==> src/rtl/gpio_bank_pkg.sv <==
package gpio_bank_pkg;
   localparam int ALIAS_GROUPS = 3;
   localparam int ALIAS_REGS   = 4 * ALIAS_GROUPS;
   localparam int CFG_REGS     = 5;
   localparam int REG_COUNT    = ALIAS_REGS + CFG_REGS;
   localparam int MIN_AW       = $clog2(REG_COUNT) + 2;

   typedef enum logic [1:0] {
      OP_LOAD   = 2'd0,
      OP_CLEAR  = 2'd1,
      OP_SET    = 2'd2,
      OP_TOGGLE = 2'd3
   } alias_op_e;

   typedef enum logic [1:0] {
      ERR_NONE  = 2'd0,
      ERR_SIZE  = 2'd1,
      ERR_UNMAP = 2'd2
   } bank_err_e;

   localparam logic [1:0] SIZE_HALF = 2'd1;
endpackage

==> src/rtl/gpio_bank_decode.sv <==
module gpio_bank_decode
   import gpio_bank_pkg::*;
#(
   parameter int AW = 7,
   localparam int IW = AW - 2
)(
   input  logic [AW-1:0] addr,
   input  logic [1:0]    size,
   input  logic          wr,
   input  logic          rd,
   output logic          wr_ok,
   output logic          rd_ok,
   output logic [IW-1:0] idx,
   output bank_err_e     err
);
   logic aligned;
   logic mapped;

   assign idx     = addr[AW-1:2];
   assign aligned = (addr[1:0] == 2'b00);
   assign mapped  = aligned && (int'(idx) < REG_COUNT);

   always_comb begin
      err = ERR_NONE;
      if (wr || rd) begin
         if (size != SIZE_HALF)
            err = ERR_SIZE;
         else if (!mapped)
            err = ERR_UNMAP;
      end
   end

   assign wr_ok = wr && (err == ERR_NONE);
   assign rd_ok = rd && (err == ERR_NONE);
endmodule

==> src/rtl/gpio_bank_alias_reg.sv <==
module gpio_bank_alias_reg
   import gpio_bank_pkg::*;
#(
   parameter int DW = 16
)(
   input  logic          clk,
   input  logic          rst_n,
   input  logic          we,
   input  alias_op_e     op,
   input  logic [DW-1:0] wdata,
   input  logic [DW-1:0] ovr_mask,
   input  logic [DW-1:0] ovr_val,
   output logic [DW-1:0] q,
   output logic [DW-1:0] nxt
);
   logic [DW-1:0] upd;

   always_comb begin
      unique case (op)
         OP_LOAD:   upd = wdata;
         OP_CLEAR:  upd = q & ~wdata;
         OP_SET:    upd = q | wdata;
         default:   upd = q ^ wdata;
      endcase
      nxt = we ? upd : q;
      nxt = (nxt & ~ovr_mask) | (ovr_val & ovr_mask);
   end

   always_ff @(posedge clk or negedge rst_n) begin
      if (!rst_n)
         q <= '0;
      else
         q <= nxt;
   end
endmodule

==> src/rtl/gpio_bank_cfg_reg.sv <==
module gpio_bank_cfg_reg #(
   parameter int DW = 16
)(
   input  logic          clk,
   input  logic          rst_n,
   input  logic          we,
   input  logic [DW-1:0] wdata,
   output logic [DW-1:0] q,
   output logic [DW-1:0] nxt
);
   assign nxt = we ? wdata : q;

   always_ff @(posedge clk or negedge rst_n) begin
      if (!rst_n)
         q <= '0;
      else
         q <= nxt;
   end
endmodule

==> src/rtl/gpio_bank_pin_drv.sv <==
module gpio_bank_pin_drv #(
   parameter int DW = 16
)(
   input  logic          clk,
   input  logic          rst_n,
   input  logic          chg_en,
   input  logic [DW-1:0] data_q,
   input  logic [DW-1:0] dir_q,
   input  logic [DW-1:0] data_nxt,
   input  logic [DW-1:0] dir_nxt,
   output logic [DW-1:0] pin_out,
   output logic [DW-1:0] pin_oe,
   output logic [DW-1:0] pin_chg
);
   logic [DW-1:0] chg_nxt;

   assign pin_oe  = dir_q;
   assign pin_out = data_q & dir_q;
   assign chg_nxt = chg_en ? (dir_nxt & (data_nxt ^ data_q)) : '0;

   always_ff @(posedge clk or negedge rst_n) begin
      if (!rst_n)
         pin_chg <= '0;
      else
         pin_chg <= chg_nxt;
   end
endmodule

==> src/rtl/gpio_alias_bank.sv <==
module gpio_alias_bank
   import gpio_bank_pkg::*;
#(
   parameter int AW = 7,
   parameter int DW = 16
)(
   input  logic          clk,
   input  logic          rst_n,
   input  logic [AW-1:0] bus_addr,
   input  logic [DW-1:0] bus_wdata,
   input  logic [1:0]    bus_size,
   input  logic          bus_wr,
   input  logic          bus_rd,
   output logic [DW-1:0] bus_rdata,
   output logic [1:0]    bus_err_code,
   input  logic [DW-1:0] det_we,
   input  logic [DW-1:0] det_val,
   output logic [DW-1:0] pin_out,
   output logic [DW-1:0] pin_oe,
   output logic [DW-1:0] pin_chg,
   output logic [DW-1:0] data_o,
   output logic [DW-1:0] mska_o,
   output logic [DW-1:0] mskb_o,
   output logic [DW-1:0] dir_o,
   output logic [DW-1:0] polar_o,
   output logic [DW-1:0] edge_o,
   output logic [DW-1:0] both_o,
   output logic [DW-1:0] inen_o
);
   localparam int IW      = AW - 2;
   localparam int CFG_DIR = 0;
   localparam int CFG_EN  = 4;

   if (AW < MIN_AW) begin : g_aw_check
      $error("gpio_alias_bank: AW too small for the register map");
   end
   if (DW < 1) begin : g_dw_check
      $error("gpio_alias_bank: DW must be positive");
   end

   logic          wr_ok;
   logic          rd_ok;
   logic [IW-1:0] idx;
   bank_err_e     err;

   logic [DW-1:0] base_q   [ALIAS_GROUPS];
   logic [DW-1:0] base_nxt [ALIAS_GROUPS];
   logic [DW-1:0] cfg_q    [CFG_REGS];
   logic [DW-1:0] cfg_nxt  [CFG_REGS];
   logic [DW-1:0] det_acc;
   logic [DW-1:0] rd_val;
   logic          chg_en;
   logic [DW-1:0] rdata_q;
   bank_err_e     err_q;

   gpio_bank_decode #(.AW(AW)) i_decode (
      .addr  (bus_addr),
      .size  (bus_size),
      .wr    (bus_wr),
      .rd    (bus_rd),
      .wr_ok (wr_ok),
      .rd_ok (rd_ok),
      .idx   (idx),
      .err   (err)
   );

   // Detector updates land only on enabled input pins, judged on current state.
   assign det_acc = det_we & ~cfg_q[CFG_DIR] & cfg_q[CFG_EN];

   for (genvar g = 0; g < ALIAS_GROUPS; g++) begin : g_alias
      logic grp_we;
      assign grp_we = wr_ok && (int'(idx) < ALIAS_REGS) && ((int'(idx) >> 2) == g);

      if (g == 0) begin : g_data
         gpio_bank_alias_reg #(.DW(DW)) i_reg (
            .clk      (clk),
            .rst_n    (rst_n),
            .we       (grp_we),
            .op       (alias_op_e'(idx[1:0])),
            .wdata    (bus_wdata),
            .ovr_mask (det_acc),
            .ovr_val  (det_val),
            .q        (base_q[g]),
            .nxt      (base_nxt[g])
         );
      end else begin : g_mask
         gpio_bank_alias_reg #(.DW(DW)) i_reg (
            .clk      (clk),
            .rst_n    (rst_n),
            .we       (grp_we),
            .op       (alias_op_e'(idx[1:0])),
            .wdata    (bus_wdata),
            .ovr_mask ({DW{1'b0}}),
            .ovr_val  ({DW{1'b0}}),
            .q        (base_q[g]),
            .nxt      (base_nxt[g])
         );
      end
   end

   for (genvar c = 0; c < CFG_REGS; c++) begin : g_cfg
      gpio_bank_cfg_reg #(.DW(DW)) i_reg (
         .clk   (clk),
         .rst_n (rst_n),
         .we    (wr_ok && (int'(idx) == ALIAS_REGS + c)),
         .wdata (bus_wdata),
         .q     (cfg_q[c]),
         .nxt   (cfg_nxt[c])
      );
   end

   // Output change check runs on data-group and direction writes only.
   assign chg_en = wr_ok && ((int'(idx) < 4) || (int'(idx) == ALIAS_REGS + CFG_DIR));

   gpio_bank_pin_drv #(.DW(DW)) i_pin_drv (
      .clk      (clk),
      .rst_n    (rst_n),
      .chg_en   (chg_en),
      .data_q   (base_q[0]),
      .dir_q    (cfg_q[CFG_DIR]),
      .data_nxt (base_nxt[0]),
      .dir_nxt  (cfg_nxt[CFG_DIR]),
      .pin_out  (pin_out),
      .pin_oe   (pin_oe),
      .pin_chg  (pin_chg)
   );

   always_comb begin
      rd_val = '0;
      for (int g = 0; g < ALIAS_GROUPS; g++)
         if ((int'(idx) < ALIAS_REGS) && ((int'(idx) >> 2) == g))
            rd_val = base_q[g];
      for (int c = 0; c < CFG_REGS; c++)
         if (int'(idx) == ALIAS_REGS + c)
            rd_val = cfg_q[c];
   end

   always_ff @(posedge clk or negedge rst_n) begin
      if (!rst_n) begin
         rdata_q <= '0;
         err_q   <= ERR_NONE;
      end else begin
         err_q <= err;
         if (rd_ok)
            rdata_q <= rd_val;
         else if (bus_rd)
            rdata_q <= '0;
      end
   end

   assign bus_rdata    = rdata_q;
   assign bus_err_code = err_q;
   assign data_o       = base_q[0];
   assign mska_o       = base_q[1];
   assign mskb_o       = base_q[2];
   assign dir_o        = cfg_q[0];
   assign polar_o      = cfg_q[1];
   assign edge_o       = cfg_q[2];
   assign both_o       = cfg_q[3];
   assign inen_o       = cfg_q[4];
endmodule

==> config.mk <==
export PLATFORM = sky130hd
export DESIGN_NAME = gpio_alias_bank
export DESIGN_NICKNAME = d
export VERILOG_FILES = /design/src/rtl/gpio_bank_pkg.sv /design/src/rtl/gpio_bank_decode.sv /design/src/rtl/gpio_bank_alias_reg.sv /design/src/rtl/gpio_bank_cfg_reg.sv /design/src/rtl/gpio_bank_pin_drv.sv /design/src/rtl/gpio_alias_bank.sv
export SDC_FILE = /design/constraint.sdc
export NUM_CORES = 1
export LEC_CHECK = 0
export BUFFER_PORTS_ARGS = -buffer_cell sky130_fd_sc_hd__buf_2
export CORE_MARGIN = 3
export CORE_UTILIZATION = 34
export CTS_CLUSTER_SIZE = 25
export DETAILED_ROUTE_END_ITERATION = 10
export PLACE_DENSITY = 0.53
export SYNTH_ARGS = -nofsm -noshare
export SYNTH_HDL_FRONTEND = slang
export SYNTH_HIERARCHICAL = 1
export SYNTH_SLANG_ARGS = --single-unit
export TNS_END_PERCENT = 20
==> constraint.sdc <==
create_clock -name clk -period 4.2 [get_ports clk]
set_clock_uncertainty 0.05 [all_clocks]
set_input_delay 0.63 -clock clk [delete_from_list [all_inputs] [get_ports clk]]
set_output_delay 0.63 -clock clk [all_outputs]
set_load 0.03 [all_outputs]
==> metrics.yaml, run 1 <==
rows: 67
post_cts_resized: 0
period_needed_ns: 2.80
seq_area_mm2: 0.00405
crit_path_top_delay_cell: "buf_2"
synthDistinctLibCells: 46
htree_levels: 4
comb_power_share: 0.227
grt_pass1_vias: 9227
multi_input_area_mm2: 0.00715
post_drt_wl_per_cell_um: 19.3
yosysTopAreaCell: "dfrtp_1"
syn_inst: 1121
synthesis.area_mm2: 0.0118
placed_area_mm2: 0.0136
final_area_mm2: 0.0142
vdd_ir_drop_max_v: 0.000280
finalNonFillerCells: 1947
critPathLaunch: "bus_addr[6]"
initial_core_util: 0.348
ys_seq_area_frac: 0.345
r2r-end: "i_pin_drv/pin_chg[3]"
drc_errors: 0
power_frac_seq: 0.413
antenna_found_initial: 0
async_reset_ff_frac: 1.00
worst_slew_pin_slew_ns: 0.980
p_sw_w: 0.00146
numCtsBuffers: 17
cts_tree: "built"
place.gp.congestion: 0.879
hpwl_mm: 28.5
grt_use_total: 0.205
cts_sinks: 162
clock_latency_ns: 0.43
io_buffers: 254
fillCellCount: 3312
grt_max_degree: 93
via_per_inst: 4.90
crit_type: "in2reg"
synth-seq-cells: 162
cts.clk_slew.worst_paths_ns: 0.07
finalCritPeriodShare: 0.668
grt_pass1_wl_mm: 56.8
worst_slack_ns: 1.40
slowest_delay_ns: 0.38
tns_ns: 0
antennaDiodeCount: 0
worstPathMaxFanout: 22
drv_cap: 0
coreArea_mm2: 0.0338
synth_area_leaders: "dfrtp_1 34%, ha_1 10%, mux2_4 6.4%"
hold_violations: 0
timing.fmax_mhz: 357
pre_cts_slack_ns: 0.951
power.density_mw_per_mm2: 308
synth_flop_cell: "dfrtp_1"
synth_top_area_frac: 0.345
area_growth_pct: 20.8
syn-mean-instance-area_um2: 10.5
rsz0062_at_grt: "false"
ant_nets: 0
switching_share: 0.332
hp-class: "in2async"
drtIter0Drc: 466
postCtsSetupBuffers: 0
power_frac_clock: 0.359
setup_viol: 0
die_x_um: 192
dp.cells: 1916
final_max_slew_viol_count: 0
fin_nets: 1644
worstSetupStartpointType: "primary input"
cp.arrival_ns: 3.07
die_y_um: 192
path_cells: "buf_2 -> o41ai_2 -> and3_1 -> nand2b_1 -> nor3_2 -> buf_4 -> nand2b_1 -> buf_4 -> nor3_1 -> a2111o_1 -> xor2_1 -> and3_2"
yosysMostFrequentCell: "dfrtp_1"
io_pins: 255
p_int_w: 0.00292
final_layout_size_suffix_gt1_frac: 0.325
status: "completed"
vias: 9535
design.die.area_mm2: 0.0369
drt_first_pass_iters: 5
r2r_start: "g_alias[0].g_data.i_reg/q[3]"
p_leak_nw: 7.69
routed_wl_mm: 37.6
ys_top_cells_by_count: "162 x dfrtp_1, 115 x inv_1, 96 x ha_1, 96 x nor3_1, 71 x nand2_1"
synth_edf_count: 0
root_buffer: "clkbuf_16"
clockBufferDepth: 2
cp-endpoint: "i_pin_drv/pin_chg[0]"
cts_hold_buf: 0
cp.required_ns: 4.47
rrSetupSlack_ns: 2.13
ys_warn_count: 6
grt_overflow: 0
slew_headroom: 0.347
end_kind: "flip-flop"
r2r_cells: 7
==> kinds of logic after synthesis <==
| family | after synthesis | share of synthesized area |
|---|---|---|
| other | 1 | 0.000319 |
| adders and majority gates | 96 | 0.102 |
| buffers and inverters | 200 | 0.101 |
| AOI/OAI and AO/OA | 183 | 0.138 |
| muxes | 160 | 0.162 |
| xor gates and xnor gates | 16 | 0.0119 |
| DFF | 162 | 0.345 |
| and+or+nand+nor | 303 | 0.140 |
==> registers in the layout (all words and copies together) (netlist names) <==
name,flops
g_alias.g_data.i_reg/q,16
g_cfg.i_reg/q,80
bus_err_code,2
i_pin_drv/pin_chg,16
g_alias.g_mask.i_reg/q,32
bus_rdata,16
==> per-stage QoR <==
stage | util | total power (W) | hold WS, ns
detailed placement | 0.404 | 0.00285 | 0.466
floorplan | - | 0.00248 | 0.284
global placement | 0.404 | 0.00283 | 0.461
CTS | 0.421 | 0.00444 | 0.252
finish | 0.421 | 0.00438 | 0.188
global route | 0.421 | 0.00462 | 0.271
==> layout by cell type, fill, tap and decap left out, drive strengths merged, types with 21 or more instances in the layout <==
| cell | n |
|---|---|
| a2111o | 45 |
| a211oi | 45 |
| a21oi | 33 |
| buf | 273 |
| clkbuf | 21 |
| conb | 160 |
| dfrtp | 162 |
| ha | 96 |
| inv | 115 |
| mux2 | 96 |
| mux2i | 64 |
| nand2 | 74 |
| nor3 | 96 |
| or2 | 62 |
==> layout make-up <==
class                           count  share of cell area
Clock inverter                     10             0.00775
Timing Repair Buffer              273               0.101
Tap cell                          448              0.0394
Inverter                          115              0.0304
Sequential cell                   162               0.285
Multi-Input combinational cell    918               0.503
Clock buffer                       21              0.0324
==> power groups by stage <==
stage          Clock [W]  Sequential [W]  Combinational [W]
6_report         0.00157         0.00181           0.000997
5_1_grt          0.00168         0.00183            0.00112
4_1_cts          0.00161         0.00182            0.00101
3_5_place_dp           0         0.00185            0.00100
3_3_place_gp           0         0.00184           0.000985
2_1_floorplan          0         0.00193           0.000551
==> metal layers <==
metal | part of all wire | wire length [µm] | global-route usage
met5 | 0 | 0 | 0
met2 | 0.48 | 17900 | 0.337
met4 | 0.016 | 621 | 0.0482
met1 | 0.45 | 16800 | 0.277
met3 | 0.061 | 2310 | 0.0414
==> worst min-delay path by stage <==
stage	start	to	slack, ns	cells after the start
2_1_floorplan	rst_n	bus_err_code[0]	0.28	0
3_3_place_gp	g_cfg[1].i_reg/q[15]	g_cfg[1].i_reg/q[15]	0.46	1
3_5_place_dp	g_cfg[2].i_reg/q[3]	g_cfg[2].i_reg/q[3]	0.47	1
4_1_cts	rst_n	g_alias[1].g_mask.i_reg/q[11]	0.25	1
5_1_grt	rst_n	g_alias[1].g_mask.i_reg/q[11]	0.27	1
6_report	rst_n	g_alias[1].g_mask.i_reg/q[11]	0.19	1
==> worst max-delay path, delay by kind of cell <==
family,cells,cell delay (ns)
buffers and inverters,3,0.88
xor gates and xnor gates,1,0.15
and+or+nand+nor,6,0.88
AOI/OAI and AO/OA,2,0.52
Power figures use the tool's default switching activity.
==> run 2: changes to the inputs <==
--- a/config.mk
+++ b/config.mk
@@ -10,7 +10,7 @@
 export CORE_UTILIZATION = 34
 export CTS_CLUSTER_SIZE = 25
 export DETAILED_ROUTE_END_ITERATION = 10
-export PLACE_DENSITY = 0.53
+export PLACE_DENSITY = 0.55
 export SYNTH_ARGS = -nofsm -noshare
 export SYNTH_HDL_FRONTEND = slang
 export SYNTH_HIERARCHICAL = 1
==> constraint.sdc (replaced) <==
create_clock -name clk -period 2.5 [get_ports clk]
set_clock_uncertainty 0.05 [all_clocks]
set_input_delay 0.375 -clock clk [delete_from_list [all_inputs] [get_ports clk]]
set_output_delay 0.375 -clock clk [all_outputs]
set_load 0.03 [all_outputs]
==> run 2 against run 1 <==
Against the previous run:
- critical path depth fell by 1
- total power increased by 72%
- global-route usage rose by 0.35 points
- worst hold slack got worse by 0.089 ns
- register-to-register slack lost 1.7 ns
- cell count increased by 2.2%
- cell area rose by 3.7%
- wire length up 3.1%
- critical endpoint is now i_pin_drv/pin_chg[15]
- largest cell class unchanged
==> metrics.yaml, run 2 (synthesized netlist as in run 1, its figures left out) <==
layout_commonest_cell: "buf_2"
holdWs_ns: 0.0986  # -0.0893 ns
final_max_slew_viol_count: 0  # unchanged
grt_overflow: 0  # unchanged
antenna_found_initial: 1  # +1
drc_errors: 0  # unchanged
critPathLaunch: "bus_addr[5]"
drt_first_pass_iters: 4  # -1
coreArea_mm2: 0.0338  # unchanged
design.die.area_mm2: 0.0369  # unchanged
die_y_um: 192  # unchanged
r2r_start: "g_cfg[4].i_reg/q[4]"
layout_common_cells: "252 x buf_2, 162 x dfrtp_1, 160 x conb_1"
period_needed_ns: 2.39
cp.arrival_ns: 2.67  # -0.40 ns
r2r-end: "i_pin_drv/pin_chg[4]"
pre_cts_slack_ns: -0.329  # -1.28 ns
worst_slack_ns: 0.108  # -1.29 ns
final_core_util: 0.436  # +0.0155
cts_tree: "built"
drv_cap: 0  # unchanged
r2r_cells: 6  # -1
cts.clk_slew.worst_paths_ns: 0.06  # about the same
timing.fmax_mhz: 418
grt_max_degree: 97  # +4.3%
tns_ns: 0  # unchanged
top_regs: "g_cfg.i_reg/q (80), g_alias.g_mask.i_reg/q (32)"
io_buffers: 254  # unchanged
fillCellCount: 3316  # +0.12%
p_leak_nw: 7.96  # +3.4%
hpwl_mm: 29.9  # +5.2%
routed_wl_mm: 38.8  # +3.1%
area_growth_pct: 25.2
crit_type: "in2reg"
finalNonFillerCells: 1989  # +2.2%
power.density_mw_per_mm2: 511  # +66%
cts_sinks: 162  # unchanged
post_drt_wl_per_cell_um: 19.5  # +0.89%
worstSetupStartpointType: "primary input"
via_per_inst: 4.89  # -0.21%
numCtsBuffers: 17  # unchanged
holdPathEnd: "bus_err_code[0]"
holdCritStartpoint: "bus_size[0]"
die_x_um: 192  # unchanged
place.gp.congestion: 0.863  # -1.9%
vias: 9720  # +1.9%
slew_headroom: 0.571  # +0.225
grt_pass1_wl_mm: 57.9  # +1.9%
final_layout_size_suffix_gt1_frac: 0.343  # +0.0178
rrSetupSlack_ns: 0.43  # -1.70 ns
rows: 67  # unchanged
hp-class: "in2reg"
regMostFlops: "g_cfg.i_reg/q"
ant_nets: 0  # unchanged
initial_core_util: 0.348  # unchanged
clockBufferDepth: 2  # unchanged
io_pins: 255  # unchanged
setup_viol: 0  # unchanged
largest_reg_flops: 80  # unchanged
hold_violations: 0  # unchanged
vdd_ir_drop_max_v: 0.000467  # +67%
clock_latency_ns: 0.44  # about the same
finalCritPeriodShare: 0.957
end_kind: "flip-flop"
root_buffer: "clkbuf_16"
holdPathStages: 2
drtIter0Drc: 488  # +4.7%
dp.cells: 1957  # +2.1%
grt_pass1_vias: 9697  # +5.1%
worstPathMaxFanout: 5  # -77%
worst_slew_pin_slew_ns: 0.642  # -0.338 ns
fin_nets: 1687  # +2.6%
antennaDiodeCount: 0  # unchanged
cp.required_ns: 2.77  # -1.70 ns
status: "completed"
htree_levels: 4  # unchanged
grt_use_total: 0.208  # +0.00354
[run 2: cell count changes in the layout (fill, tap and decap cells not counted)]
cell,previous run,this run
buf_4,18,46
buf_12,1,15
inv_6,0,1
and3_1,13,12
and3_4,0,1
clkbuf_8,2,1
clkbuf_1,2,3
nor3_4,0,1
clkinv_2,4,2
bufinv_16,2,3
nor3_2,3,2
clkinvlp_4,4,2
dlygate4sd3_1,0,1
clkinv_4,0,1
[run 2: through the flow]
| step | total power (W) | area, µm² |
|---|---|---|
| global route | 0.00792 | 14700 |
| detailed placement | 0.00486 | 14100 |
| global placement | 0.00481 | 14100 |
| floorplan | 0.00417 | 12400 |
| CTS | 0.00761 | 14700 |
| finish | 0.00753 | 14700 |
[run 2: report_power, final]
part           total, W  leakage [nW]  switching [W]  internal [W]
combinational   0.00180          5.52        0.00110      0.000697
clock           0.00273         0.279        0.00114       0.00159
sequential      0.00300          2.16       0.000235       0.00276
total           0.00753          7.96        0.00248       0.00505
[run 2: worst max path at each step]
| stage | end | slack (ns) | cells past startpoint |
|---|---|---|---|
| floorplan | i_pin_drv/pin_chg[1] | 0.0007 | 10 |
| global placement | i_pin_drv/pin_chg[0] | -0.25 | 11 |
| detailed placement | i_pin_drv/pin_chg[15] | -0.33 | 11 |
| CTS | i_pin_drv/pin_chg[4] | 0.14 | 11 |
| global route | i_pin_drv/pin_chg[0] | -0.004 | 11 |
| finish | i_pin_drv/pin_chg[15] | 0.11 | 11 |
[run 2: critical path: stages]
cell	delay [ns]
buf_2	0.11
o41ai_2	0.43
and3_4	0.27
nand2b_1	0.10
nor3_4	0.26
buf_4	0.16
buf_4	0.13
nor3_1	0.06
a2111o_1	0.38
xor2_1	0.15
and3_2	0.21
[run 2: repair_timing]
action / CTS / global route
endpoints found under the setup margin: 0 / 1
endpoints found under the hold margin: 37 / 0
buffers inserted: 0 / 1
hold buffers: 1 / 0
resized for setup: 0 / 1
[run 2: final cells by class]
cell class,instances,area (µm²),share of cell area
Tap cell,448,561,0.0380
Multi-Input combinational cell,918,7170,0.486
Clock buffer,21,450,0.0306
Sequential cell,162,4050,0.275
Clock inverter,9,133,0.00900
Inverter,115,432,0.0293
Timing Repair Buffer,316,1940,0.132
[run 2: metal layers]
layer  up-vias  global-route usage  routed length, µm
li1       4656                   -                  -
met1      4705               0.257              16500
met2       315               0.361              18800
met3        42              0.0498               2620
met4         2              0.0602                845
met5         -                   0                 11
==> run 3: changes to the inputs <==
--- a/config.mk
+++ b/config.mk
@@ -10,7 +10,7 @@
 export CORE_UTILIZATION = 34
 export CTS_CLUSTER_SIZE = 25
 export DETAILED_ROUTE_END_ITERATION = 10
-export PLACE_DENSITY = 0.55
+export PLACE_DENSITY = 0.53
 export SYNTH_ARGS = -nofsm -noshare
 export SYNTH_HDL_FRONTEND = slang
 export SYNTH_HIERARCHICAL = 1
==> constraint.sdc (replaced) <==
create_clock -name clk -period 2.4 [get_ports clk]
set_clock_uncertainty 0.05 [all_clocks]
set_input_delay 0.36 -clock clk [delete_from_list [all_inputs] [get_ports clk]]
set_output_delay 0.36 -clock clk [all_outputs]
set_load 0.03 [all_outputs]
==> run 3 against run 2 <==
Against the previous run:
- combinational power grew 4%
- critical path depth is the same
- worst hold slack gained 0.042 ns
- clock power is essentially flat
- total power grew 3.2%
- critical path type unchanged
- first-iteration DRC count shrank 9.4%
==> metrics.yaml, run 3 (synthesized netlist as in run 1, its figures left out) <==
status: "completed"
holdWs_ns: 0.140  # +0.0417 ns
antennaDiodeCount: 0  # unchanged
die_y_um: 192  # unchanged
regMostFlops: "g_cfg.i_reg/q"
grt_pass1_vias: 9850  # +1.6%
hpwl_mm: 30.1  # +0.56%
antenna_found_initial: 0  # -1
top_regs: "g_cfg.i_reg/q (80), g_alias.g_mask.i_reg/q (32)"
cp.required_ns: 2.73  # -0.04 ns
grt_pass1_wl_mm: 59.2  # +2.2%
final_area_mm2: 0.0148  # +0.47%
post_drt_wl_per_cell_um: 19.5  # +0.14%
area_growth_pct: 25.8
dp.cells: 1966  # +0.46%
via_per_inst: 4.83  # -1.1%
vias: 9661  # -0.61%
ant_nets: 0  # unchanged
end_kind: "flip-flop"
cts_sinks: 162  # unchanged
met1_usage: 0.267  # +0.00978
fin_nets: 1695  # +0.47%
coreArea_mm2: 0.0338  # unchanged
layout_commonest_cell: "buf_2"
met2_usage: 0.364  # +0.00301
design.die.area_mm2: 0.0369  # unchanged
largest_reg_flops: 80  # unchanged
placed_area_mm2: 0.0142  # +0.68%
top_usage_layer: "met2"
routed_wl_mm: 39.0  # +0.64%
drv_cap: 0  # unchanged
hp-class: "in2reg"
cts.clk_slew.worst_paths_ns: 0.07  # about the same
worstSetupStartpointType: "primary input"
final_max_slew_viol_count: 0  # unchanged
initial_core_util: 0.348  # unchanged
grt_max_degree: 86  # -11%
use_met3: 0.0529  # +0.00310
clock_latency_ns: 0.45  # about the same
hold_violations: 0  # unchanged
die_x_um: 192  # unchanged
final_core_util: 0.438  # +0.00204
place.gp.congestion: 0.861  # -0.17%
drt_first_pass_iters: 5  # +1
worstPathMaxFanout: 16  # +11
layout_common_cells: "252 x buf_2, 162 x dfrtp_1, 160 x conb_1"
grt_overflow: 0  # unchanged
crit_type: "in2reg"
slew_headroom: 0.551  # -0.0202
grt_use_total: 0.214  # +0.00553
worst_slew_pin_slew_ns: 0.673  # +0.0302 ns
finalNonFillerCells: 1999  # +0.50%
htree_levels: 4  # unchanged
numCtsBuffers: 17  # unchanged
rsz0062_at_grt: "false"
cts_tree: "built"
finalCritPeriodShare: 0.927
io_pins: 255  # unchanged
timing.fmax_mhz: 449
setup_viol: 0  # unchanged
rows: 67  # unchanged
final_layout_size_suffix_gt1_frac: 0.348  # +0.00553
cp.arrival_ns: 2.55  # -0.12 ns
power.density_mw_per_mm2: 525  # +2.7%
drc_errors: 0  # unchanged
vdd_ir_drop_max_v: 0.000512  # +9.6%
root_buffer: "clkbuf_16"
period_needed_ns: 2.23
fillCellCount: 3312  # -0.12%
drtIter0Drc: 442  # -9.4%
postCtsSetupBuffers: 0  # unchanged
p_leak_nw: 7.99  # +0.47%
tns_ns: 0  # unchanged
clockBufferDepth: 2  # unchanged
io_buffers: 254  # unchanged
## run 3: cell count changes in the layout (fill, tap and decap cells not counted), moves of 2 or more
| cell | delta |
|---|---|
| bufinv_16 | -2 |
| inv_6 | +2 |
| clkinvlp_4 | +2 |
| clkinv_4 | +2 |
| buf_4 | +7 |
## run 3: per-stage QoR
stage,setup WS [ns],total power [W]
detailed placement,-0.396,0.00507
global route,0.0265,0.00817
floorplan,-0.0373,0.00435
finish,0.174,0.00777
global placement,-0.325,0.00503
CTS,0.0676,0.00785
## run 3: path summary, 6_finish.rpt
kind	startpoint	to	slack, ns	cells after the start
max in group asynchronous	rst_n	g_alias[0].g_data.i_reg/q[15]	1.32	3
min in group asynchronous	rst_n	g_alias[1].g_mask.i_reg/q[10]	0.33	2
min reg2reg	g_cfg[4].i_reg/q[1]	g_cfg[4].i_reg/q[1]	0.48	1
max	bus_addr[5]	i_pin_drv/pin_chg[0]	0.17	11
min	det_val[8]	g_alias[0].g_data.i_reg/q[8]	0.14	2
max reg2reg	g_cfg[4].i_reg/q[2]	i_pin_drv/pin_chg[2]	0.38	6
## run 3: metal layers
| metal | vias to the layer above | share of wire |
|---|---|---|
| li1 | 4665 | - |
| met1 | 4652 | 0.42 |
| met2 | 308 | 0.49 |
| met3 | 36 | 0.070 |
| met4 | 0 | 0.022 |
| met5 | - | 0 |
## run 3: cell type report
class / instances / area [µm²] / share of cell area
clock inverters: 13 / 129 / 0.00871
well taps: 448 / 561 / 0.0379
repair buffers: 324 / 2010 / 0.136
multi-input cells: 918 / 7180 / 0.485
inverters: 115 / 432 / 0.0292
clock buffers: 19 / 433 / 0.0292
flip-flops and latches: 162 / 4050 / 0.274
## run 3: power by group
group	total, W	switching, W	internal, W	leakage (nW)
Combinational	0.00188	0.00115	0.000731	5.58
Clock	0.00276	0.00132	0.00145	0.262
Sequential	0.00312	0.000244	0.00287	2.16
## run 3: repair_timing
action | in CTS | in global routing
gates resized for setup | 0 | 1
hold buffers | 1 | 0
endpoints found under the setup margin | 0 | 9
hold endpoints to repair | 36 | 0
## run 3: critical path: stages
cell      delay, ns
buf_2          0.12
o41ai_4        0.35
and3_4         0.26
nand2b_1       0.11
nor3_4         0.24
buf_12         0.19
nand2_4        0.16
a211oi_1       0.24
a2111o_1       0.17
xor2_1         0.15
and3_2         0.20
